===== src/rtl/cascaded_irq_ctrl.sv =====
module cascaded_irq_ctrl #(
  parameter int CASC_LINE = 2
) (
  input  logic        clk,
  input  logic        rst_n,
  input  logic [15:0] irq_in,
  input  logic        cfg_we,
  input  logic [1:0]  cfg_addr,
  input  logic [15:0] cfg_wdata,
  input  logic        ack,
  input  logic        eoi_pri,
  input  logic        eoi_sec,
  output logic        int_out,
  output logic        vec_vld,
  output logic [7:0]  vec_out
);
  localparam logic [2:0] CID  = 3'(CASC_LINE);
  localparam logic [7:0] CBIT = 8'd1 << CASC_LINE;

  logic [15:0] irq_q, irr, mask;
  logic [4:0]  p_base, s_base;
  logic [7:0]  p_isr, s_isr;

  function automatic logic [3:0] first1(input logic [7:0] v);
    logic [3:0] r;
    r = 4'd0;
    for (int i = 7; i >= 0; i--)
      if (v[i]) r = {1'b1, 3'(i)};
    return r;
  endfunction

  logic [15:0] rise;
  logic [7:0]  s_pend, p_pend;
  logic [3:0]  s_req, s_srv, p_req, p_srv;
  logic        s_int, take, to_sec;
  logic [15:0] clr;
  logic [7:0]  p_set, s_set, p_eclr, s_eclr;

  assign rise   = irq_in & ~irq_q & ~mask & ~{8'h00, CBIT};
  assign s_pend = irr[15:8] & ~mask[15:8];
  assign s_req  = first1(s_pend);
  assign s_srv  = first1(s_isr);
  assign s_int  = s_req[3] && (!s_srv[3] || s_req[2:0] < s_srv[2:0]);
  assign p_pend = (irr[7:0] & ~mask[7:0] & ~CBIT) |
                  ((s_int && !mask[CASC_LINE]) ? CBIT : 8'h00);
  assign p_req  = first1(p_pend);
  assign p_srv  = first1(p_isr);
  assign int_out = p_req[3] && (!p_srv[3] || p_req[2:0] < p_srv[2:0]);

  assign take   = ack && int_out;
  assign to_sec = (p_req[2:0] == CID);
  assign clr    = !take ? 16'h0 :
                  to_sec ? (16'd1 << (8 + int'(s_req[2:0]))) : (16'd1 << p_req[2:0]);
  assign p_set  = take ? (8'd1 << p_req[2:0]) : 8'h00;
  assign s_set  = (take && to_sec) ? (8'd1 << s_req[2:0]) : 8'h00;
  assign p_eclr = (eoi_pri && p_srv[3]) ? (8'd1 << p_srv[2:0]) : 8'h00;
  assign s_eclr = (eoi_sec && s_srv[3]) ? (8'd1 << s_srv[2:0]) : 8'h00;

  always_ff @(posedge clk) begin
    if (!rst_n) begin
      irq_q   <= '0;
      irr     <= '0;
      mask    <= '1;
      p_base  <= '0;
      s_base  <= '0;
      p_isr   <= '0;
      s_isr   <= '0;
      vec_vld <= 1'b0;
      vec_out <= '0;
    end else begin
      irq_q   <= irq_in;
      irr     <= (irr | rise) & ~clr;
      p_isr   <= (p_isr & ~p_eclr) | p_set;
      s_isr   <= (s_isr & ~s_eclr) | s_set;
      vec_vld <= take;
      if (take)
        vec_out <= to_sec ? {s_base, s_req[2:0]} : {p_base, p_req[2:0]};
      if (cfg_we) begin
        case (cfg_addr)
          2'd0: mask   <= cfg_wdata;
          2'd1: p_base <= cfg_wdata[4:0];
          2'd2: s_base <= cfg_wdata[4:0];
          default: ;
        endcase
      end
    end
  end

  // a request bit appears only after a rising input edge
  a_r2_edge_only: assert property (@(posedge clk) disable iff (!rst_n)
    ((irr & ~$past(irr)) & ~($past(irq_in) & ~$past(irq_q))) == 16'h0);

  // vector valid only after an accepted acknowledge
  a_r7_vld_after_ack: assert property (@(posedge clk) disable iff (!rst_n)
    $rose(vec_vld) |-> $past(ack) && $past(int_out));

  // accepted acknowledge adds in-service state
  a_r7_isr_grows: assert property (@(posedge clk) disable iff (!rst_n)
    (take && !eoi_pri && !eoi_sec) |=>
      ($countones(p_isr) + $countones(s_isr)) > $past($countones(p_isr) + $countones(s_isr)));

  // interrupt only with some unmasked pending request
  a_r8_int_has_source: assert property (@(posedge clk) disable iff (!rst_n)
    int_out |-> (irr & ~mask) != 16'h0);

  // primary end-of-interrupt clears exactly one bit
  a_r9_eoi_one_bit: assert property (@(posedge clk) disable iff (!rst_n)
    (eoi_pri && p_isr != 8'h00 && !take) |=> $countones(p_isr) == $past($countones(p_isr)) - 1);

  // returned vector carries one of the programmed bases
  a_r6_vec_base: assert property (@(posedge clk) disable iff (!rst_n)
    vec_vld |-> (vec_out[7:3] == $past(p_base) || vec_out[7:3] == $past(s_base)));
endmodule


===== config.mk =====
export PLATFORM = sky130hd
export DESIGN_NAME = cascaded_irq_ctrl
export DESIGN_NICKNAME = d
export VERILOG_FILES = /design/src/rtl/cascaded_irq_ctrl.sv
export SDC_FILE = /design/constraint.sdc
export NUM_CORES = 1
export LEC_CHECK = 0
export ABC_AREA = 1
export BUFFER_PORTS_ARGS = -buffer_cell sky130_fd_sc_hd__buf_2
export CAP_MARGIN = 20
export CELL_PAD_IN_SITES_DETAIL_PLACEMENT = 1
export CELL_PAD_IN_SITES_GLOBAL_PLACEMENT = 1
export CORE_ASPECT_RATIO = 1.1
export CORE_MARGIN = 2
export CORE_UTILIZATION = 40
export CTS_CLUSTER_DIAMETER = 50
export DETAILED_ROUTE_END_ITERATION = 10
export HOLD_SLACK_MARGIN = 0.02
export PLACE_DENSITY_LB_ADDON = 0.12
export SYNTH_ARGS = -nofsm -noshare
export SYNTH_HDL_FRONTEND = slang
export SYNTH_SLANG_ARGS = --single-unit
export TNS_END_PERCENT = 100

===== constraint.sdc =====
create_clock -name clk -period 4.3 [get_ports clk]
set_input_delay 0.86 -clock clk [delete_from_list [all_inputs] [get_ports clk]]
set_output_delay 0.86 -clock clk [all_outputs]
set_load 0.01 [all_outputs]

==> qor.yml <==
ant_nets: 0
clk_latency_ns: 0.37
drtPass1Iterations: 4
drt_first_iter_violations: 64
rr_worst_depth: 21
busiest_layer: "met2"
io_buffers: 48
yosysWarningCount: 0
max_slew_margin_pct: 45.3
cts_tree: "built"
grtUsageMet1_pct: 25.5
routabilityCongestion: 0.835
min_period_ns: 4.00
postCtsHoldBufs: 0
initial_core_util_pct: 41.0
syn_area_per_cell_um2: 6.82
intPower_w: 0.00116
p_sw_w: 0.000377
worst-path-max-fanout: 6
clk_pin_slew_ns: 0.08
die_w_um: 97.1
routed_wl_um: 10100
hold_ws_ns: 0.450
drive_gt1_share_pct: 17.0
endpoint: "int_out"
globalRouteTotalUtil_pct: 20.6
grt_pass1_wl_um: 17100
ys.flop_type: "dfxtp_1"
multi_input_area_mm2: 0.00180
synth_edf_count: 0
synth.most_common_cell: "nand2_1"
min_path_type: "register to register"
required_ns: 3.44
maxCapViolations: 0
num_rows: 37
placed_area_mm2: 0.00416
p_leak_nw: 2.16
synthTopCellsByCount: "nand2_1 (136), inv_1 (88), dfxtp_1 (81)"
seq_power_share_pct: 51.2
finalCritPeriodShare_pct: 93.1
pwr-share-clk_pct: 41.8
switching_share_pct: 24.5
synthArstFlopShare_pct: 0
clkSinkCount: 81
postLayoutCellArea_mm2: 0.00445
power_w: 0.00154
synthTopCellsByArea: "dfxtp_1 (43%), nand2_1 (13%), inv_1 (8.7%)"
met3_usage_pct: 3.68
grt_util_met2_pct: 35.6
timing.rr.end: "irr[5]"
start_kind: "register"
max_freq_ghz: 0.250
skew_ns: 0.00895
arrival_ns: 3.14
dp.final_hpwl_um: 7590
synth_top_cell_by_area: "dfxtp_1"
wl_per_cell_um: 13.8
seq_area_frac_synth_pct: 42.5
nets: 656
worstMarginPinSlew_ns: 0.820
tns_ns: 0
vias: 3627
pwr-share-comb_pct: 7.0
syn2layout_area_growth_pct: 16.8
overflow: 0
synthCells: 559
yosys.area.top_type_share_pct: 42.5
numCtsBuffers: 9
finalSetupViolCount: 0
worstSetupPathType: "register to primary output"
antenna_found_initial: 0
power_density_mw_per_mm2: 345
regArea_mm2: 0.00162
nFillCells: 1266
dieArea_mm2: 0.0103
fp.coreArea_mm2: 0.00931
antenna_cells: 0
grt_pass1_vias: 3718
irDropWorstVdd_mv: 0.187
synth.ff_latch_count: 81
ios: 50
cts_root_buf: "clkbuf_8"
grt_max_degree: 37
reg2reg_from: "mask[8]"
status: "finished clean"
netlist_area_mm2: 0.00381
htree_num_levels: 3
rsz0062_at_grt: "false"
clock_path_buffers: 2
maxSlewViolCount: 0
drc: 0
ys_types: 35
regToRegSetupSlack_ns: 0.76
worstSetupStartpoint: "mask[8]"
vias_per_cell: 4.93
finalHoldViolCount: 0
die_h_um: 106
syn_nets: 602
critPathCaptureType: "primary output"
-- power groups by stage --
stage / Clock [W] / Sequential, W / Combinational, W
2_1_floorplan: 0 / 0.000800 / 0.0000650
3_3_place_gp: 0 / 0.000803 / 0.000102
3_5_place_dp: 0 / 0.000804 / 0.000106
4_1_cts: 0.000661 / 0.000787 / 0.000108
5_1_grt: 0.000686 / 0.000789 / 0.000125
6_report: 0.000642 / 0.000786 / 0.000108
-- logic make-up (layout without fill, tap and decap cells) --
group | Yosys count | after routing | synth area share, %
AO/OA/AOI/OAI | 84 | 84 | 13.1
adder cells (fa/ha/maj) | 3 | 3 | 0.985
buffers and inverters | 107 | 166 | 10.8
flip-flops | 81 | 81 | 42.5
AND/OR/NAND/NOR | 284 | 284 | 32.6
-- sequential cells by signal (all words and copies together) (netlist names) --
register	cells
mask	16
irq_q	15
s_base	5
vec_vld	1
p_base	5
vec_out	8
p_isr	8
s_isr	8
irr	15
-- area by class of cell --
| type | instances | share of cell area [%] |
|---|---|---|
| inverter | 93 | 7.84 |
| tap | 117 | 3.29 |
| sequential | 81 | 36.4 |
| clock inverter | 6 | 2.02 |
| timing repair buffer | 57 | 6.91 |
| clock buffer | 10 | 3.09 |
| multi-input combinational | 371 | 40.4 |
-- worst min-delay path by stage --
stage	startpoint	to	slack, ns	cells after the start
after floorplan	s_base[3]	s_base[3]	0.42	2
final	s_base[0]	s_base[0]	0.45	2
after CTS	vec_out[4]	vec_out[4]	0.46	2
after detailed placement	s_base[0]	s_base[0]	0.44	2
after global placement	s_base[4]	s_base[4]	0.44	2
after global routing	s_base[0]	s_base[0]	0.48	2
-- layout by cell type, fill, tap and decap left out, types with 2 or more instances in the layout --
cell type | Yosys | final
a21oi_1 | 24 | 23
a21oi_2 | 1 | 2
a31oi_1 | 6 | 6
buf_2 | 2 | 48
buf_4 | 0 | 9
bufinv_16 | 0 | 2
clkbuf_8 | 0 | 10
dfxtp_1 | 81 | 81
ha_1 | 3 | 3
inv_1 | 88 | 88
inv_2 | 4 | 4
nand2_1 | 136 | 136
nand2_2 | 8 | 8
nand2_4 | 3 | 3
nand3_1 | 27 | 27
nand4_1 | 3 | 3
nand4_4 | 1 | 2
nor2_1 | 80 | 79
nor2_2 | 1 | 2
nor3_1 | 12 | 11
nor3_2 | 1 | 2
nor4_1 | 2 | 2
o211ai_1 | 9 | 9
o21ai_0 | 29 | 29
o21ai_2 | 2 | 2
o21bai_1 | 3 | 3
o31ai_1 | 7 | 7
or2_1 | 3 | 3
or2_2 | 4 | 4
-- layer usage --
metal	routed length, um	part of all wire (%)	up-vias
met5	0	0	-
met4	179	1.8	0
met3	233	2.3	12
met2	4910	49	36
met1	4790	47	1713
li1	-	-	1866
-- timing repair --
action,in CTS,in global routing
gates resized for setup,0,3
buffers inserted,0,6
endpoints found under the setup margin,0,1
-- through the flow --
stage,setup WS (ns),cells,utilization (%)
finish,0.297,735,47.8
global route,0.0253,735,47.8
CTS,0.0675,729,47.2
detailed placement,0.516,713,44.7
global placement,0.652,713,44.7
floorplan,0.769,559,-
-- critical path, stage by stage (launching register included) --
cell and delay, ns:
dfxtp_1 0.38, or2_1 0.17, nand2_2 0.07, nor3_1 0.29, ha_1 0.29, inv_1 0.08
o21bai_1 0.07, inv_1 0.06, nand2_1 0.05, nand2_1 0.07, nand2_2 0.12, nand4_4 0.15
inv_2 0.07, ha_1 0.31, a21oi_2 0.17, nand2_2 0.09, nand2_4 0.10, nand2_1 0.08
inv_1 0.06, buf_2 0.12
Note: power is estimated with default switching activity, not from simulation.
